**config.mk**
```make
export PLATFORM = sky130hd
export DESIGN_NAME = devaddr_decoder
export DESIGN_NICKNAME = d
export VERILOG_FILES = /design/src/rtl/devaddr_pkg.sv /design/src/rtl/devaddr_field_split.sv /design/src/rtl/devaddr_select_fsm.sv /design/src/rtl/devaddr_decoder.sv
export SDC_FILE = /design/constraint.sdc
export NUM_CORES = 1
export LEC_CHECK = 0
export ABC_AREA = 1
export BUFFER_PORTS_ARGS = -buffer_cell sky130_fd_sc_hd__buf_4
export CORE_MARGIN = 4
export CORE_UTILIZATION = 38
export DETAILED_ROUTE_END_ITERATION = 12
export GPL_ROUTABILITY_DRIVEN = 0
export GPL_TIMING_DRIVEN = 0
export PLACE_DENSITY = 0.66
export RECOVER_POWER = 25
export SLEW_MARGIN = 25
export SYNTH_ARGS = -nofsm -noshare
export SYNTH_HDL_FRONTEND = slang
export SYNTH_HIERARCHICAL = 1
export SYNTH_SLANG_ARGS = --single-unit
```
**constraint.sdc**
```tcl
create_clock -name clk -period 2.05 [get_ports clk]
set_input_delay 0.205 -clock clk [delete_from_list [all_inputs] [get_ports clk]]
set_output_delay 0.205 -clock clk [all_outputs]
set_load 0.005 [all_outputs]
```
**src/rtl/devaddr_pkg.sv**
```systemverilog
package devaddr_pkg;

  // Fixed memory-device type code carried in the address byte's upper nibble.
  localparam logic [3:0] DEV_TYPE_CODE = 4'b1010;

  typedef enum logic [1:0] {
    ST_STANDBY  = 2'd0,
    ST_ADDR     = 2'd1,
    ST_SELECTED = 2'd2
  } dev_state_t;

  // Page bits taken from the three-bit select group for a given density.
  function automatic int page_bit_count(input int density_kb);
    return (density_kb >= 8) ? 2 : 1;
  endfunction

  // Mask over byte bits [3:1]: index 2 is byte bit 3. A set bit is compared
  // against its strap pin; a clear bit is a page bit.
  function automatic logic [2:0] cs_compare_mask(input int pg_bits);
    logic [2:0] m;
    m = '0;
    for (int i = 0; i < 3; i++) begin
      if (i >= pg_bits) m[i] = 1'b1;
    end
    return m;
  endfunction

  function automatic logic cs_agree(input logic [7:0] b, input logic [2:0] pins,
                                    input logic [2:0] mask);
    return ((b[3:1] ^ pins) & mask) == 3'b000;
  endfunction

  function automatic logic [1:0] page_field(input logic [7:0] b, input logic [2:0] mask);
    logic [2:0] f;
    f = b[3:1] & ~mask;
    return f[1:0];
  endfunction

endpackage

```
**src/rtl/devaddr_field_split.sv**
```systemverilog
module devaddr_field_split
  import devaddr_pkg::*;
#(
  parameter int DENSITY_KB = 4,
  parameter bit SMALL_PKG  = 1'b0
) (
  input  logic [7:0] addr_byte,
  input  logic [2:0] strap_pins,
  output logic       prefix_ok,
  output logic       cs_ok,
  output logic [1:0] page_sel,
  output logic       rd_sel
);

  localparam int         PG_BITS = page_bit_count(DENSITY_KB);
  localparam logic [2:0] CS_MASK = cs_compare_mask(PG_BITS);

  logic [2:0] pins_eff;

  generate
    if (SMALL_PKG) begin : g_tied
      assign pins_eff = 3'b000;
    end else begin : g_strapped
      assign pins_eff = strap_pins;
    end
  endgenerate

  assign prefix_ok = (addr_byte[7:4] == DEV_TYPE_CODE);
  assign cs_ok     = cs_agree(addr_byte, pins_eff, CS_MASK);
  assign page_sel  = page_field(addr_byte, CS_MASK);
  assign rd_sel    = addr_byte[0];

endmodule

```
**src/rtl/devaddr_select_fsm.sv**
```systemverilog
module devaddr_select_fsm
  import devaddr_pkg::*;
(
  input  logic clk,
  input  logic rst_n,
  input  logic start_seen,
  input  logic stop_seen,
  input  logic byte_valid,
  input  logic addr_hit,
  output logic addr_eval,
  output logic data_eval
);

  dev_state_t state_q, state_d;
  logic       bus_ctl;

  assign bus_ctl   = start_seen | stop_seen;
  assign addr_eval = byte_valid && !bus_ctl && (state_q == ST_ADDR);
  assign data_eval = byte_valid && !bus_ctl && (state_q == ST_SELECTED);

  always_comb begin
    state_d = state_q;
    if (start_seen)     state_d = ST_ADDR;
    else if (stop_seen) state_d = ST_STANDBY;
    else if (addr_eval) state_d = addr_hit ? ST_SELECTED : ST_STANDBY;
  end

  always_ff @(posedge clk) begin
    if (!rst_n) state_q <= ST_STANDBY;
    else        state_q <= state_d;
  end

endmodule

```
**src/rtl/devaddr_decoder.sv**
```systemverilog
module devaddr_decoder
  import devaddr_pkg::*;
#(
  parameter int DENSITY_KB = 4,
  parameter bit SMALL_PKG  = 1'b0
) (
  input  logic       clk,
  input  logic       rst_n,
  input  logic       start_seen,
  input  logic       stop_seen,
  input  logic       byte_valid,
  input  logic [7:0] byte_in,
  input  logic [2:0] strap_pins,
  output logic       addr_match,
  output logic       ack_req,
  output logic [1:0] page_sel,
  output logic       dir_read,
  output logic       data_strobe,
  output logic [7:0] data_byte
);

  logic       prefix_ok, cs_ok, rd_sel;
  logic [1:0] page_dec;
  logic       addr_hit;   // decoded byte would select this device
  logic       addr_eval;  // this cycle's byte is decoded as an address
  logic       data_eval;  // this cycle's byte is passed on as data

  devaddr_field_split #(
    .DENSITY_KB(DENSITY_KB),
    .SMALL_PKG (SMALL_PKG)
  ) u_split (
    .addr_byte (byte_in),
    .strap_pins(strap_pins),
    .prefix_ok (prefix_ok),
    .cs_ok     (cs_ok),
    .page_sel  (page_dec),
    .rd_sel    (rd_sel)
  );

  assign addr_hit = prefix_ok & cs_ok;

  devaddr_select_fsm u_fsm (
    .clk       (clk),
    .rst_n     (rst_n),
    .start_seen(start_seen),
    .stop_seen (stop_seen),
    .byte_valid(byte_valid),
    .addr_hit  (addr_hit),
    .addr_eval (addr_eval),
    .data_eval (data_eval)
  );

  always_ff @(posedge clk) begin
    if (!rst_n) begin
      addr_match  <= 1'b0;
      ack_req     <= 1'b0;
      page_sel    <= 2'b00;
      dir_read    <= 1'b0;
      data_strobe <= 1'b0;
      data_byte   <= 8'h00;
    end else begin
      ack_req     <= addr_eval & addr_hit;
      data_strobe <= data_eval;
      if (data_eval) data_byte <= byte_in;
      if (start_seen || stop_seen) begin
        addr_match <= 1'b0;
        page_sel   <= 2'b00;
        dir_read   <= 1'b0;
      end else if (addr_eval) begin
        addr_match <= addr_hit;
        page_sel   <= addr_hit ? page_dec : 2'b00;
        dir_read   <= addr_hit & rd_sel;
      end
    end
  end

endmodule


```
; ---- Yosys cells after proc, flatten, opt, wreduce, memory -nomap -nowiden
; Cells that the tools add are included.
; Widths: inputs -> output; s select.
[classes]
muxes = 5
n_mul = 0
addsub = 0
n_reduce_logical = 9
div = 0
shift = 0
eq_ne = 3
n_lt_le_gt_ge = 0
bitwise_logic = 6
[ops]
columns = cell, n
row1 = $eq 4x4->1 const B, 1
row2 = $mux 1, 4
row3 = $and 1x1->1, 3
row4 = $logic_and 1x1->1, 3
row5 = $logic_not 3->1, 1
row6 = $reduce_bool 3->1, 1
row7 = $reduce_or 3->1, 1
row8 = $xor 3x3->3, 1
row9 = $eq 2x1->1 const B, 1
row10 = $eq 2x2->1 const B, 1
row11 = $mux 2, 1
row12 = $reduce_or 2->1, 1
row13 = $logic_not 1->1, 1
row14 = $logic_or 1x1->1, 1
row15 = $not 1->1, 1
row16 = $or 1x1->1, 1
[totals]
latch_bits = 0
ram_bits = 0
register_bits = 16
memories = 0
elab_cells = 31
rom_bits = 0
out_inout_bits = 14

; ---- Logic depth before layout (Yosys ltp)
[depth]
ltp_word = 7
ltp_mapped = 8

; ---- Hierarchy
; Netlist, hierarchy kept.
[by_module_without_submodules]
columns = module, area_per_inst_um2, instances, seq_area_each_um2, cells_per_inst
row1 = devaddr_decoder, 504.2, 1, 280.3, 62
row2 = devaddr_select_fsm, 103.8, 1, 40.0, 15
row3 = devaddr_field_split, 76.3, 1, 0.0, 17

; ---- Worst setup path after synthesis
; OpenSTA, ideal clock, no wires.
[synth_timing]
kind = input to register
from = input start_seen
to = register addr_match
setup_slack_ps = 878
path_stages = 6
arrival_ps = 1055
n_path_buf = 0
required_ps = 1933
cell_sequence = nor2_2 -> nand2_2 -> nor3_1 -> inv_1 -> nand2_1 -> a21oi_2
[synth_between]
elab_chain_len = 4
elab_cells_between_ends = 6
[synth_rtl]
columns = item, line
row1 = from (decl), devaddr_decoder.sv:9  ; input logic start_seen,
row2 = $or 1x1->1, devaddr_select_fsm.sv:17  ; assign bus_ctl = start_seen | stop_seen;
row3 = $logic_not 1->1, devaddr_select_fsm.sv:18  ; assign addr_eval = byte_valid && !bus_ctl && (state_q == ST_ADDR);
row4 = $logic_and 1x1->1 (2 in series), devaddr_select_fsm.sv:18
row5 = via addr_eval, devaddr_decoder.sv:25  ; logic addr_eval;
row6 = to (signal assigned), devaddr_decoder.sv:70  ; addr_match <= addr_hit;
row7 = to (decl), devaddr_decoder.sv:14  ; output logic addr_match,
; The timed path passes the listed nets, and every way through them passes these cells.
; A chain may end at the register's enable or synchronous reset.

; ---- Worst setup path after layout
[layout_timing]
from = register u_fsm.state_q[0]
to = register addr_match
[layout_between]
elab_chain_len = 2
[layout_rtl]
columns = item, line
row1 = from (decl), devaddr_select_fsm.sv:14  ; dev_state_t state_q, state_d;
row2 = from (signal assigned), devaddr_select_fsm.sv:30  ; else state_q <= state_d;
row3 = $eq 2x1->1, devaddr_select_fsm.sv:18
row4 = $logic_and 1x1->1, devaddr_select_fsm.sv:18
row5 = via addr_eval, devaddr_decoder.sv:25
; The timed path passes the listed nets, and every way through them passes these cells.

==> key figures <==
Logic synthesis
  – Synth Register Bits: 16
  – Syn nets: between 100 and 150
  – Warnings from Yosys: 6
  – Post-synthesis sequential area ratio: 46.8%
  – Yosys cell types: 17
  – Gate Count Post-Synth: 94
  – Mean Syn Cell Area: around 7.3 µm²
  – Mapped Area: 684 µm²

Route
  – Vias per cell: roughly 4.5
  – Routed Antenna Nets: 0
  – Initial DRC Count: 8
  – Total number of vias: 674
  – Residual DRC: 0
  – Final WL: 1480 µm
  – WL/cell: 9.79 µm
  – Pre-antenna DRT Iters: 4

Power
  – Max rail drop VDD: roughly 0.00038 V
  – Pleak: between 0.4 and 0.5 nW
  – PD cells: 598 mW/mm²
  – Tot Pwr: 0.576 mW

Setup path
  – Worst-path cell chain: nand2_2, nor3_1, inv_1, nand2_1, a21oi_2
  – Critical Path AT: 1.52 ns
  – R2R Setup Slk: 0.72 ns
  – R2r startpoint: u_fsm/state_q[0]
  – Setup CP Type: register to register
  – Required @ worst endpoint: 2.23 ns
  – CP max-delay cell: nor3_1
  – CP max FO: 5
  – Slowest stage delay, CP: 0.43 ns
  – Worst setup path start: u_fsm/state_q[0]
  – Top delay family on crit path: simple AND/OR/NAND/NOR gates
  – Startpoint Class: register
  – WP buf/inv: 1
  – Endpoint class of the critical path: register

CTS
  – CTS buffer count: 3
  – Post-CTS setup buffers: 0
  – Clock sinks: 16
  – Root buf cell: clkbuf_4
  – Clk buf depth: 2
  – H-tree levels: 1
  – CTS tree: built
  – Clock transition at path regs: 0.10 ns
  – Clk_lat worst skew: 0.29 ns
  – Post_cts resized: 0
  – Hold buffers post-CTS: 0

Global route
  – Largest net degree at the start of global routing: 11
  – Initial antenna violation count: 0
  – Grt total ovfl: 0
  – First-pass GRT wire length: 2360 µm
  – Vias in the first global route: 623
  – Total GRT Usage: around an eighth

Timing
  – Post-Route Setup TNS: 0 ns
  – Pins Over Slew Limit: 0
  – Final setup viols: 0
  – RSZ-0062 raised after global routing: no
  – Worst slew pin tran: 0.542 ns
  – Fin. Hold Viols: 0
  – Final period util: 65.1%
  – Fmax: 750 MHz
  – Clock Skew: 0.00697 ns
  – Fin crit period: 1.33 ns
  – Final hold slack: 0.137 ns
  – Slew Limit Headroom: 63.6%

Final layout
  – Commonest non-fill, non-tap cell in the layout: buf_4
  – Diode count: 0
  – Finished Core Util: 56.3%
  – Filler cell count: 170
  – Fin nets: 143
  – Area delta synth->final: 40.6%
  – Commonest non-fill, non-tap cells in the layout: 26 x buf_4, 21 x nor2_1, 16 x nand2_1, 16 x dfxtp_1
  – Finished Layout Cells: 151
  – Layout cell share with drive strength beyond 1: 34.1%

Floorplanning
  – Core area: ~0.0017 mm²
  – Die X: 50.4 µm
  – Initial Utilization: 40.1%
  – DIE HEIGHT: 50.4 µm
  – # IOs: 30
  – Die ar.: 0.00254 mm²
  – Site Rows: 15

Placed design
  – Placed cell count: around 150
  – I/O Buffers: 28
  – Detailed placement HPWL: 1170 µm

Job
  – Maxcap violations: 0

Min path
  – HP Class: input pin to register
  – Hold_sp: rst_n

Run status
  – Status: complete, no violations
[metal layers]
metal / up-vias / routed length [µm] / GRT usage, %
met3: 4 / 114 / 3.56
met5: - / 0 / 0
met4: 0 / 34 / 10.3
met1: 295 / 631 / 13.5
met2: 21 / 699 / 20.2
li1: 354 / - / -
[worst register-to-register path, cell delays in order, from the launching register on]
cell and delay, ns:
dfxtp_1 0.38, nand2_2 0.08, nor3_1 0.43, inv_1 0.17, nand2_1 0.11, a21oi_2 0.05
[power breakdown]
| group | switching, mW | internal [mW] | leakage (nW) |
|---|---|---|---|
| registers | 0.00110 | 0.312 | 0.129 |
| logic | 0.0230 | 0.0279 | 0.324 |
| clock network | 0.104 | 0.108 | 0.0210 |
[cells in the mapped netlist (all sizes together)]
| library cell | number | share of area, % |
|---|---|---|
| nor3 | 3 | 2.2 |
| o21ai | 8 | 5.9 |
| o21a | 1 | 1.1 |
| conb | 1 | 0.55 |
| nand2 | 18 | 11 |
| nor2 | 22 | 12 |
| a21oi | 5 | 4.2 |
| buf | 5 | 6.0 |
| dfxtp | 16 | 47 |
| nand4 | 4 | 3.7 |
| inv | 10 | 5.9 |
| clkinv | 1 | 0.73 |
[worst paths after layout]
kind / endpoint / depth (start not counted)
hold / removal: u_fsm/state_q[0] / 2
hold reg to reg: dir_read / 2
setup reg to reg: addr_match / 5
setup / recovery: addr_match / 5
[area by class of cell]
| cell class | count | area [µm²] | share of cell area (%) |
|---|---|---|---|
| plain buffers | 5 | 41.3 | 4.29 |
| clock buffers | 4 | 36.3 | 3.77 |
| inverters | 11 | 45.0 | 4.68 |
| multi-input cells | 62 | 278 | 28.9 |
| flip-flops and latches | 16 | 320 | 33.3 |
| well taps | 25 | 31.3 | 3.25 |
| repair buffers | 28 | 210 | 21.8 |
[cells by family (layout without fill, tap and decap cells)]
family / Yosys count / count (layout) / synth area share (%)
other cells: 1 / 1 / 0.548
buf+inv: 16 / 48 / 12.6
compound gates: 14 / 14 / 11.2
flops: 16 / 16 / 46.8
simple gates: 47 / 47 / 28.9
[metrics by stage]
stage / setup WS, ns / cell area (µm²)
after floorplan: 0.878 / 684
after global placement: 0.605 / 926
after detailed placement: 0.578 / 926
after CTS: 0.725 / 962
after global routing: 0.525 / 962
final: 0.716 / 962
[state kept, by name, indices dropped and copies added, names as in the netlist]
signal,flops
ack_req,1
addr_match,1
data_byte,8
data_strobe,1
dir_read,1
page_sel,2
u_fsm/state_q,2
(Power assumes the default switching activity.)
